`config.mk`:
```
export PLATFORM = sky130hd
export DESIGN_NAME = lif_neuron_array
export DESIGN_NICKNAME = d
export VERILOG_FILES = /design/src/rtl/lif_pkg.sv /design/src/rtl/lif_sat_add.sv /design/src/rtl/lif_param_bank.sv /design/src/rtl/lif_neuron_core.sv /design/src/rtl/lif_neuron_array.sv
export SDC_FILE = /design/constraint.sdc
export NUM_CORES = 1
export LEC_CHECK = 0
export ABC_AREA = 0
export CORE_UTILIZATION = 65
export CTS_CLUSTER_SIZE = 40
export DETAILED_ROUTE_END_ITERATION = 10
export DONT_BUFFER_PORTS = 1
export GPL_ROUTABILITY_DRIVEN = 0
export HOLD_SLACK_MARGIN = 0.12
export PLACE_DENSITY = 0.84
export SLEW_MARGIN = 25
export SYNTH_ARGS = -nofsm -noshare
export SYNTH_HDL_FRONTEND = slang
export SYNTH_HIERARCHICAL = 1
export SYNTH_SLANG_ARGS = --single-unit
```
`constraint.sdc`:
```
create_clock -name clk -period 19.8 [get_ports clk]
set_clock_uncertainty 0.05 [all_clocks]
set_input_delay 0.99 -clock clk [delete_from_list [all_inputs] [get_ports clk]]
set_output_delay 0.99 -clock clk [all_outputs]
set_load 0.02 [all_outputs]
```
`src/rtl/lif_pkg.sv`:
```
// Package: shared codes for the neuron array.
// Assumes: field codes and the idle axon type are fixed by the block spec.
package lif_pkg;
    // Selects which per-neuron parameter a configuration write updates.
    typedef enum logic [2:0] {
        FLD_W0   = 3'd0,
        FLD_W1   = 3'd1,
        FLD_W2   = 3'd2,
        FLD_LEAK = 3'd3,
        FLD_THR  = 3'd4
    } cfg_field_e;

    // Axon type code that carries no synaptic weight.
    localparam logic [1:0] AXON_IDLE = 2'd3;
endpackage

```
`src/rtl/lif_sat_add.sv`:
```
// Module: signed saturating adder.
// Adds a narrower signed operand to a wider one and clips the sum to the
// range of the wider operand. Assumes B_W <= A_W.
module lif_sat_add #(
    parameter int A_W = 16,
    parameter int B_W = 10
) (
    input  logic signed [A_W-1:0] a,
    input  logic signed [B_W-1:0] b,
    output logic signed [A_W-1:0] y
);
    localparam logic signed [A_W-1:0] MAX_V = {1'b0, {(A_W-1){1'b1}}};
    localparam logic signed [A_W-1:0] MIN_V = {1'b1, {(A_W-1){1'b0}}};

    logic signed [A_W:0] wide;

    // Widen both operands by sign extension and clip on overflow.
    always_comb begin
        wide = $signed({a[A_W-1], a}) + $signed({{(A_W+1-B_W){b[B_W-1]}}, b});
        if (wide[A_W] != wide[A_W-1])
            y = wide[A_W] ? MIN_V : MAX_V;
        else
            y = wide[A_W-1:0];
    end
endmodule

```
`src/rtl/lif_param_bank.sv`:
```
// Module: parameter registers of one neuron.
// Holds three weights, a leak and a threshold. wr_en must already be
// qualified with configuration mode and the neuron index by the parent.
module lif_param_bank
    import lif_pkg::*;
#(
    parameter int V_W = 16,
    parameter int W_W = 9
) (
    input  logic                  clk,
    input  logic                  rst_n,
    input  logic                  wr_en,
    input  logic [2:0]            field,
    input  logic [V_W-1:0]        data,
    output logic signed [W_W-1:0] w0,
    output logic signed [W_W-1:0] w1,
    output logic signed [W_W-1:0] w2,
    output logic signed [W_W-1:0] leak,
    output logic signed [V_W-1:0] thr
);
    cfg_field_e fsel;

    // Interpret the raw field code.
    always_comb fsel = cfg_field_e'(field);

    // Store one parameter per accepted write.
    always_ff @(posedge clk) begin
        if (!rst_n) begin
            w0   <= '0;
            w1   <= '0;
            w2   <= '0;
            leak <= '0;
            thr  <= '0;
        end else if (wr_en) begin
            case (fsel)
                FLD_W0:   w0   <= data[W_W-1:0];
                FLD_W1:   w1   <= data[W_W-1:0];
                FLD_W2:   w2   <= data[W_W-1:0];
                FLD_LEAK: leak <= data[W_W-1:0];
                FLD_THR:  thr  <= data;
                default:  ;
            endcase
        end
    end
endmodule

```
`src/rtl/lif_neuron_core.sv`:
```
// Module: membrane state and step update of one neuron.
// Between ticks it adds the selected weight per event. At a tick it
// subtracts the leak, compares with the threshold strictly, then resets
// or clamps. An event in the tick cycle is added after the step result.
module lif_neuron_core
    import lif_pkg::*;
#(
    parameter int V_W = 16,
    parameter int W_W = 9
) (
    input  logic                  clk,
    input  logic                  rst_n,
    input  logic                  cfg_mode,
    input  logic                  tick,
    input  logic                  ev_hit,
    input  logic [1:0]            ev_type,
    input  logic signed [W_W-1:0] w0,
    input  logic signed [W_W-1:0] w1,
    input  logic signed [W_W-1:0] w2,
    input  logic signed [W_W-1:0] leak,
    input  logic signed [V_W-1:0] thr,
    output logic signed [V_W-1:0] v,
    output logic                  spike
);
    localparam int L_W = W_W + 1;

    logic signed [W_W-1:0] w_sel;
    logic signed [W_W-1:0] ev_add;
    logic signed [L_W-1:0] neg_leak;
    logic signed [V_W-1:0] after_leak;
    logic signed [V_W-1:0] step_v;
    logic signed [V_W-1:0] base_v;
    logic signed [V_W-1:0] v_next;
    logic                  fire;

    // Pick the weight named by the axon type.
    always_comb begin
        case (ev_type)
            2'd0:    w_sel = w0;
            2'd1:    w_sel = w1;
            2'd2:    w_sel = w2;
            default: w_sel = '0;
        endcase
        ev_add = ev_hit ? w_sel : '0;
    end

    // Negate the leak in a field one bit wider so -min fits.
    always_comb neg_leak = -$signed({leak[W_W-1], leak});

    lif_sat_add #(.A_W(V_W), .B_W(L_W)) u_leak_add (
        .a (v),
        .b (neg_leak),
        .y (after_leak)
    );

    // Threshold compare, reset on fire, clamp below zero.
    always_comb begin
        fire   = after_leak > thr;
        if (fire || after_leak[V_W-1])
            step_v = '0;
        else
            step_v = after_leak;
        base_v = tick ? step_v : v;
    end

    lif_sat_add #(.A_W(V_W), .B_W(W_W)) u_ev_add (
        .a (base_v),
        .b (ev_add),
        .y (v_next)
    );

    // Membrane voltage and spike pulse registers.
    always_ff @(posedge clk) begin
        if (!rst_n || cfg_mode) begin
            v     <= '0;
            spike <= 1'b0;
        end else begin
            v     <= v_next;
            spike <= tick & fire;
        end
    end
endmodule

```
`src/rtl/lif_neuron_array.sv`:
```
// Module: top of the leaky integrate-and-fire neuron array.
// Decodes configuration writes and synaptic events per neuron and exposes
// one voltage through a read select. Assumes one event per cycle.
module lif_neuron_array
    import lif_pkg::*;
#(
    parameter int N_NEURONS = 4,
    parameter int V_W       = 16,
    parameter int W_W       = 9,
    parameter int IDX_W     = (N_NEURONS > 1) ? $clog2(N_NEURONS) : 1
) (
    input  logic                  clk,
    input  logic                  rst_n,
    input  logic                  cfg_mode,
    input  logic                  cfg_we,
    input  logic [IDX_W-1:0]      cfg_neuron,
    input  logic [2:0]            cfg_field,
    input  logic [V_W-1:0]        cfg_data,
    input  logic                  tick,
    input  logic                  ev_valid,
    input  logic [IDX_W-1:0]      ev_neuron,
    input  logic [1:0]            ev_type,
    output logic [N_NEURONS-1:0]  spike,
    input  logic [IDX_W-1:0]      vm_sel,
    output logic signed [V_W-1:0] vm_value
);
    logic signed [V_W-1:0]       volt [N_NEURONS];
    logic [N_NEURONS*V_W-1:0]    volt_bus;
    logic                        ev_ok;

    // An event carries a weight only for the three real axon types.
    always_comb ev_ok = ev_valid && (ev_type != AXON_IDLE);

    for (genvar i = 0; i < N_NEURONS; i++) begin : g_neuron
        logic                  wr_en;
        logic                  ev_hit;
        logic signed [W_W-1:0] w0, w1, w2, leak;
        logic signed [V_W-1:0] thr;

        // Per-neuron decode of writes and events.
        always_comb begin
            wr_en  = cfg_mode && cfg_we && (cfg_neuron == IDX_W'(i));
            ev_hit = ev_ok && (ev_neuron == IDX_W'(i));
        end

        lif_param_bank #(.V_W(V_W), .W_W(W_W)) u_bank (
            .clk   (clk),
            .rst_n (rst_n),
            .wr_en (wr_en),
            .field (cfg_field),
            .data  (cfg_data),
            .w0    (w0),
            .w1    (w1),
            .w2    (w2),
            .leak  (leak),
            .thr   (thr)
        );

        lif_neuron_core #(.V_W(V_W), .W_W(W_W)) u_core (
            .clk      (clk),
            .rst_n    (rst_n),
            .cfg_mode (cfg_mode),
            .tick     (tick),
            .ev_hit   (ev_hit),
            .ev_type  (ev_type),
            .w0       (w0),
            .w1       (w1),
            .w2       (w2),
            .leak     (leak),
            .thr      (thr),
            .v        (volt[i]),
            .spike    (spike[i])
        );

        // Flatten voltages for the read mux and the checker.
        assign volt_bus[i*V_W +: V_W] = volt[i];
    end

    // Voltage read port.
    always_comb begin
        if (int'(vm_sel) < N_NEURONS)
            vm_value = volt_bus[int'(vm_sel)*V_W +: V_W];
        else
            vm_value = '0;
    end
endmodule

```
==> results of run 1 <==
==> Yosys cell counts, drive strengths merged, types with 13 or more instances <==
cell,instances,area share [%]
or3,15,0.38
nand2b,16,0.40
clkbuf,57,0.86
a211oi,33,1.2
a21o,52,1.6
maj3,99,4.1
a211o,13,0.46
dfxtp,276,22
nor3,49,1.3
a21oi,190,3.9
nor2b,25,0.72
nand3,29,0.66
o21bai,22,0.66
and2,105,2.7
ha,196,9.8
and3,19,0.48
nand2,516,7.8
buf,113,3.1
xnor2,66,2.5
inv,147,2.2
mux4,16,1.5
mux2i,276,11
o21ai,215,4.3
o32a,23,0.92
o211ai,41,1.6
xor2,54,1.9
o21a,14,0.53
a31oi,14,0.35
a32oi,61,2.1
nor2,99,1.6
==> per-stage QoR <==
step	instance area, um2	setup WS [ns]	hold slack, ns
2_1_floorplan	24900	13.31	0.385
3_3_place_gp	24700	12.17	0.392
3_5_place_dp	24700	11.89	0.397
4_1_cts	25800	11.86	0.408
5_1_grt	25800	11.06	0.424
6_report	25800	11.67	0.409
==> area by class of cell <==
| cell class | instances | area (um2) | share of cell area [%] |
|---|---|---|---|
| sequential | 276 | 5530 | 21.4 |
| clock buffer | 44 | 895 | 3.47 |
| inverter | 147 | 552 | 2.14 |
| multi-input combinational | 2429 | 17900 | 69.4 |
| timing repair buffer | 15 | 113 | 0.437 |
| antenna | 4 | 10.0 | 0.0388 |
| tap | 511 | 639 | 2.48 |
| clock inverter | 14 | 166 | 0.645 |
==> critical path: cells and delay by family (launching register included) <==
family                     cells  cell delay [ns]
AOI/OAI and AO/OA             11             2.75
and+or+nand+nor               11             2.75
adders and majority gates      5             1.75
muxes                          1             0.35
DFF                            1             0.34
buffers and inverters          1             0.07
==> report_power, final <==
group          internal [mW]  total [mW]  leakage (nW)  switching [mW]
Clock                  0.344       0.598         0.504           0.254
Combinational         0.0681       0.189          8.06           0.121
Sequential             0.559       0.565          2.22         0.00595
Total                  0.971        1.35          10.8           0.381
==> how the worst min path moves through the flow <==
| stage | cells past startpoint | from | to | slack [ns] |
|---|---|---|---|---|
| floorplan | 2 | g_neuron[0].u_bank/thr[10]$_SDFFE_PN0P_ | g_neuron[0].u_bank/thr[10]$_SDFFE_PN0P_ | 0.38 |
| global placement | 2 | g_neuron[3].u_bank/w1[6]$_SDFFE_PN0P_ | g_neuron[3].u_bank/w1[6]$_SDFFE_PN0P_ | 0.39 |
| detailed placement | 2 | g_neuron[2].u_bank/w1[7]$_SDFFE_PN0P_ | g_neuron[2].u_bank/w1[7]$_SDFFE_PN0P_ | 0.40 |
| CTS | 2 | g_neuron[1].u_bank/thr[4]$_SDFFE_PN0P_ | g_neuron[1].u_bank/thr[4]$_SDFFE_PN0P_ | 0.41 |
| global route | 2 | g_neuron[2].u_bank/thr[10]$_SDFFE_PN0P_ | g_neuron[2].u_bank/thr[10]$_SDFFE_PN0P_ | 0.42 |
| finish | 2 | g_neuron[3].u_bank/thr[4]$_SDFFE_PN0P_ | g_neuron[3].u_bank/thr[4]$_SDFFE_PN0P_ | 0.41 |
==> routing by layer <==
layer | GRT usage, % | wire [um] | vias to the layer above | share of wire, %
met4 | 21.9 | 5070 | 0 | 7.0
li1 | - | - | 10700 | -
met1 | 43.9 | 28300 | 10700 | 39
met2 | 59.8 | 32500 | 1173 | 45
met5 | 0 | 0 | - | 0
met3 | 7.56 | 6850 | 324 | 9.4
==> kinds of logic after synthesis <==
| group | count (synthesis) | share of synthesized area [%] |
|---|---|---|
| compound gates | 757 | 20.8 |
| xor+xnor | 120 | 4.44 |
| fa+ha+maj | 303 | 14.6 |
| buf+inv | 317 | 6.19 |
| flops | 276 | 22.2 |
| mux | 296 | 12.9 |
| simple gates | 953 | 18.9 |
==> registers in the layout (all words and copies together) (netlist names) <==
| signal | count |
|---|---|
| g_neuron.u_bank/w0 | 36 |
| g_neuron.u_core/spike | 4 |
| g_neuron.u_core/v | 64 |
| g_neuron.u_bank/w1 | 36 |
| g_neuron.u_bank/leak | 36 |
| g_neuron.u_bank/w2 | 36 |
| g_neuron.u_bank/thr | 64 |
==> run metrics, run 1 <==
first-pass GRT wire length 114000 um; Synth Register Bits 276; Power, Total 1.35 mW; Slew @ Worst Pin 1.10 ns; initial drt markers around 2200; Clock Pin Slew Worst Setup and Hold Paths approximately 0.060 ns; Critical Path Max Stage Delay 0.71 ns; H-tree depth reported by CTS 1; via/cell ratio approximately 6.7; CTS tree built; CP Capture Point g_neuron[3].u_core/v[0]$_SDFF_PP0_; Antenna Nets Post-Route 0; cell area after synthesis approximately 25000 um2; arrival time at the worst endpoint 8.63 ns; R2R setup slack ~12 ns; largest net degree at the start of global routing approximately 280; vias in the first global route 21600; Worst Hold Class reg -> reg; crit path launch g_neuron[3].u_bank/leak[5]$_SDFFE_PN0P_; WL final a little over 70000 um; synthesized instance count 3022; GR Overflow Total 0; fill count 2882; min Tclk post-route around 8 ns; Nets approximately 3100; placed insts approximately 3400; RSZ-0062 raised after global routing no; hold_buf cts 0; Max-Cap Viols 0; synth warn 6; critical path class reg -> reg; Die ar. a little under 40000 um2; initial core utilization 66.2%; Reg-to-Reg Start g_neuron[3].u_bank/leak[5]$_SDFFE_PN0P_; Clock Path Buffers 3; Setup Fix Bufs, Post-CTS 0; DRC 0; Rel. slew slack between 20% and 30%; Die X 198 um; fin cells 3440; crit path max fanout 17; Final Hold Viols 0; reg-to-reg endpoint g_neuron[3].u_core/v[0]$_SDFF_PP0_; Core Util, Final about two thirds; Worst setup EP type flop; Post-DP HPWL 53900 um; CP Launch Type flop; setup violators final 0; Most common cell on crit path ha_1; initial antenna violation count 3; status finished clean; cells on worst reg2reg path 29; top_reg_cell synth dfxtp_1; sequential share of the synthesized area 22.2%; Die Ht ~200 um; Distinct cells, synth 94; clk sinks about 280; CTS Root Cell clkbuf_16; layout cell share with drive strength beyond 1 around 7.8%; Layout area overhead 3.45%; DR WL/cell 21.1 um; worst path required time 20.30 ns; most frequent cells in the layout nand2_1, dfxtp_1, mux2i_1; num ports 53; peak supply drop 0.0742 mV; Max Slew Vio Count 0; slowest cell on the critical path nor3_2; gr usage total 36.5%; post-CTS sizing 0; Mapped Avg Cell Area 8.25 um2; PortBufs 0; Post-Route Setup TNS 0 ns; Clock Latency Late Sink 0.62 ns; leakage 10.8 nW; Post-synth EDFFs 0; Synth Net Count 3259; cell row count 71; most common cell after layout, fill and taps aside nand2_1; fmax ~0.12 GHz; period utilization 41.1%; Async SR Flop Fraction 0%; core area around 38000 um2; drt first pass iters 5; DR vias 22900; Power per Cell Area 52.4 nW/um2; Num CTS Buffers 31
Note: power is estimated with default switching activity, not from simulation.
==> inputs of run 2 (changes only) <==
- ABC_AREA: 0 -> 1
- CORE_UTILIZATION: 65 -> 60
- PLACE_DENSITY: 0.84 -> 0.82
- clock period: 19.8 -> 6.99 ns (I/O delays scaled with it)
==> run 2 against run 1 <==
  * Sequential cell count unchanged
  * Final cell count up 36%
  * Worst setup slack worse by 11 ns
  * Non-clock buffer count up 11
  * Power rose to 3.3 times the previous value
  * Combinational power rose to 5.0 times the previous value
  * Utilization down 4.1 points
  * Critical endpoint is now g_neuron[2].u_core/v[11]$_SDFF_PP0_
  * Highest routed layer is now met5
==> run metrics, run 2 <==
XOR/XNOR Fraction of Synth Area under 10%; largest family of logic cells by synthesized area simple AND/OR/NAND/NOR gates; Layout area overhead 5.86%; H-tree depth reported by CTS 2; num ports 53; Clock Pin Slew Worst Setup and Hold Paths 0.06 ns; Num CTS Buffers 34; min Tclk post-route 6.44 ns; Clock Path Buffers 3; Max-Cap Viols 0; post-synthesis simple-gate area fraction 47.1%; initial drt markers roughly 2300; Worst Hold Class in -> reg; peak supply drop approximately 0.19 mV; synth warn 6; Distinct cells, synth 37; Flop pwr share 36.2%; slowest cell on the critical path ha_1; leading area contributor after synthesis dfxtp_1; Die ar. 42100 um2; Post-Route Setup TNS 0 ns; vias in the first global route between 20000 and 25000; setup violators final 0; top_reg_cell synth dfxtp_1; critical path class reg -> reg; DP Area 24700 um2; biggest regs g_neuron.u_bank/thr (64), g_neuron.u_core/v (64); R2R setup slack 0.55 ns; core area 40700 um2; GR Overflow Total 0; Critical Path Max Stage Delay about 0.44 ns; RSZ-0062 raised after global routing no; top cell type's share of synthesized area 22.3%; Nets 4341; Post-DP HPWL 51900 um; clk sinks roughly 280; Synth Area in Compound Gates ~3.7%; period utilization 92.1%; drt first pass iters 6; switch share 31.2%; fmax 0.155 GHz; CTS Root Cell clkbuf_16; Die Ht 205 um; Hold Crit Start cfg_field[1]; DR vias around 25000; Worst setup EP type flop; Synth Register Bits 276; Pint a little over 3 mW; mux cell area share after synthesis 0%; first-pass GRT wire length 113000 um; Final Cell Area 26200 um2; count leader, synth nand2_1; leakage 14.5 nW; Post-synth EDFFs 0; CTS tree built; via/cell ratio 5.36; synthesized instance count 4148; list of most frequent post-synthesis cells nand2_1, nor2_1, inv_1, nand3_1, dfxtp_1; CP Launch Type flop; Synth Area in Adders 10.6%; Slew @ Worst Pin 1.04 ns; sequential share of the synthesized area 22.3%; layout cell share with drive strength beyond 1 ~7%; worst path required time around 7.4 ns; Most common cell on crit path nand2_1; most frequent cells in the layout nand2_1, nor2_1, inv_1; Rel. slew slack 30.4%; initial core utilization 60.8%; DR WL/cell ~15 um; Clock Power Share about 43%; crit path max fanout 16; PortBufs 0; Mapped Avg Cell Area 5.97 um2; Die X about 210 um; Async SR Flop Fraction 0%; status finished clean; crit path launch g_neuron[2].u_bank/leak[0]$_SDFFE_PN0P_; most common cell after layout, fill and taps aside nand2_1; Setup Fix Bufs, Post-CTS 0; gr usage total around a third; largest net degree at the start of global routing around 210; Power per Cell Area 170 nW/um2; fill count 3862; arrival time at the worst endpoint 6.85 ns; Psw approximately 1.4 mW; Max Slew Vio Count 0; cell row count 74; Reg-to-Reg Start g_neuron[2].u_bank/leak[0]$_SDFFE_PN0P_; Final Hold Viols 0; WL final 70500 um; Comb pwr share 21.1%; cell area after synthesis about 25000 um2; Clock Latency Late Sink 0.55 ns; Synth Net Count ~4400; Area contributors post-synth dfxtp_1, nand2_1, ha_1; initial antenna violation count 5; DRC 0; Antenna Nets Post-Route 0
run 2: cell count changes after synthesis, moves of 94 or more:
cell	change
nor2_1	+522
inv_1	+460
and2_1	-94
nand3_1	+334
nand2_1	+879
o21ai_0	-156
mux2i_1	-273
run 2: metal layers:
metal	GRT usage, %	wire [um]	vias up
li1	-	-	12700
met1	40.9	28400	11100
met2	53.9	31300	999
met3	8.94	7070	245
met4	17.6	3640	4
met5	0	24	-
run 2: cell families after synthesis:
group	Yosys count
buffers and inverters	741
flip-flops	276
XOR/XNOR	106
AO/OA/AOI/OAI	157
AND/OR/NAND/NOR	2664
adder cells (fa/ha/maj)	204
run 2: power by group through the flow:
stage	registers, mW	logic (mW)	clock network [mW]
floorplan	1.64	0.801	0
global placement	1.65	0.849	0
detailed placement	1.65	0.866	0
CTS	1.61	0.916	1.92
global route	1.61	1.04	1.98
finish	1.61	0.936	1.90
run 2: final timing paths:
path | to | cells past startpoint
max | g_neuron[2].u_core/v[11]$_SDFF_PP0_ | 35
min | g_neuron[3].u_bank/w0[3]$_SDFFE_PN0P_ | 4
max reg2reg | g_neuron[2].u_core/v[11]$_SDFF_PP0_ | 35
min reg2reg | g_neuron[3].u_bank/w1[6]$_SDFFE_PN0P_ | 2
run 2: what timing repair did:
item / CTS / global route
resized for setup: 0 / 1
hold buffers: 22 / 1
setup endpoints to repair: 0 / 15
hold endpoints to repair: 208 / 1
run 2: critical path: cells and delay by family, from the launching register on:
kind	cells	cell delay, ns
buffers and inverters	4	0.26
flip-flops	1	0.34
AND/OR/NAND/NOR	24	3.75
AO/OA/AOI/OAI	3	0.66
adder cells (fa/ha/maj)	4	1.27
run 2: layout make-up:
type | instances | area [um2] | area share, %
Multi-Input combinational cell | 3131 | 16100 | 61.6
Antenna cell | 4 | 10.0 | 0.0382
Clock inverter | 14 | 183 | 0.697
Tap cell | 532 | 666 | 2.54
Clock buffer | 47 | 1020 | 3.91
Sequential cell | 276 | 5530 | 21.1
Inverter | 635 | 2390 | 9.11
Timing Repair Buffer | 26 | 270 | 1.03
run 2: through the flow:
step                      utilization, %  hold WS (ns)  instances  setup WS [ns]  power (mW)
after floorplan                        -         0.404       4148           1.79        2.44
after global placement              60.7         0.411       4577          0.763        2.50
after detailed placement            60.7         0.421       4577          0.701        2.51
after CTS                           64.2         0.121       4660          0.618        4.45
after global routing                64.3         0.123       4662        0.00682        4.63
final                               64.3         0.108       4665          0.551        4.45
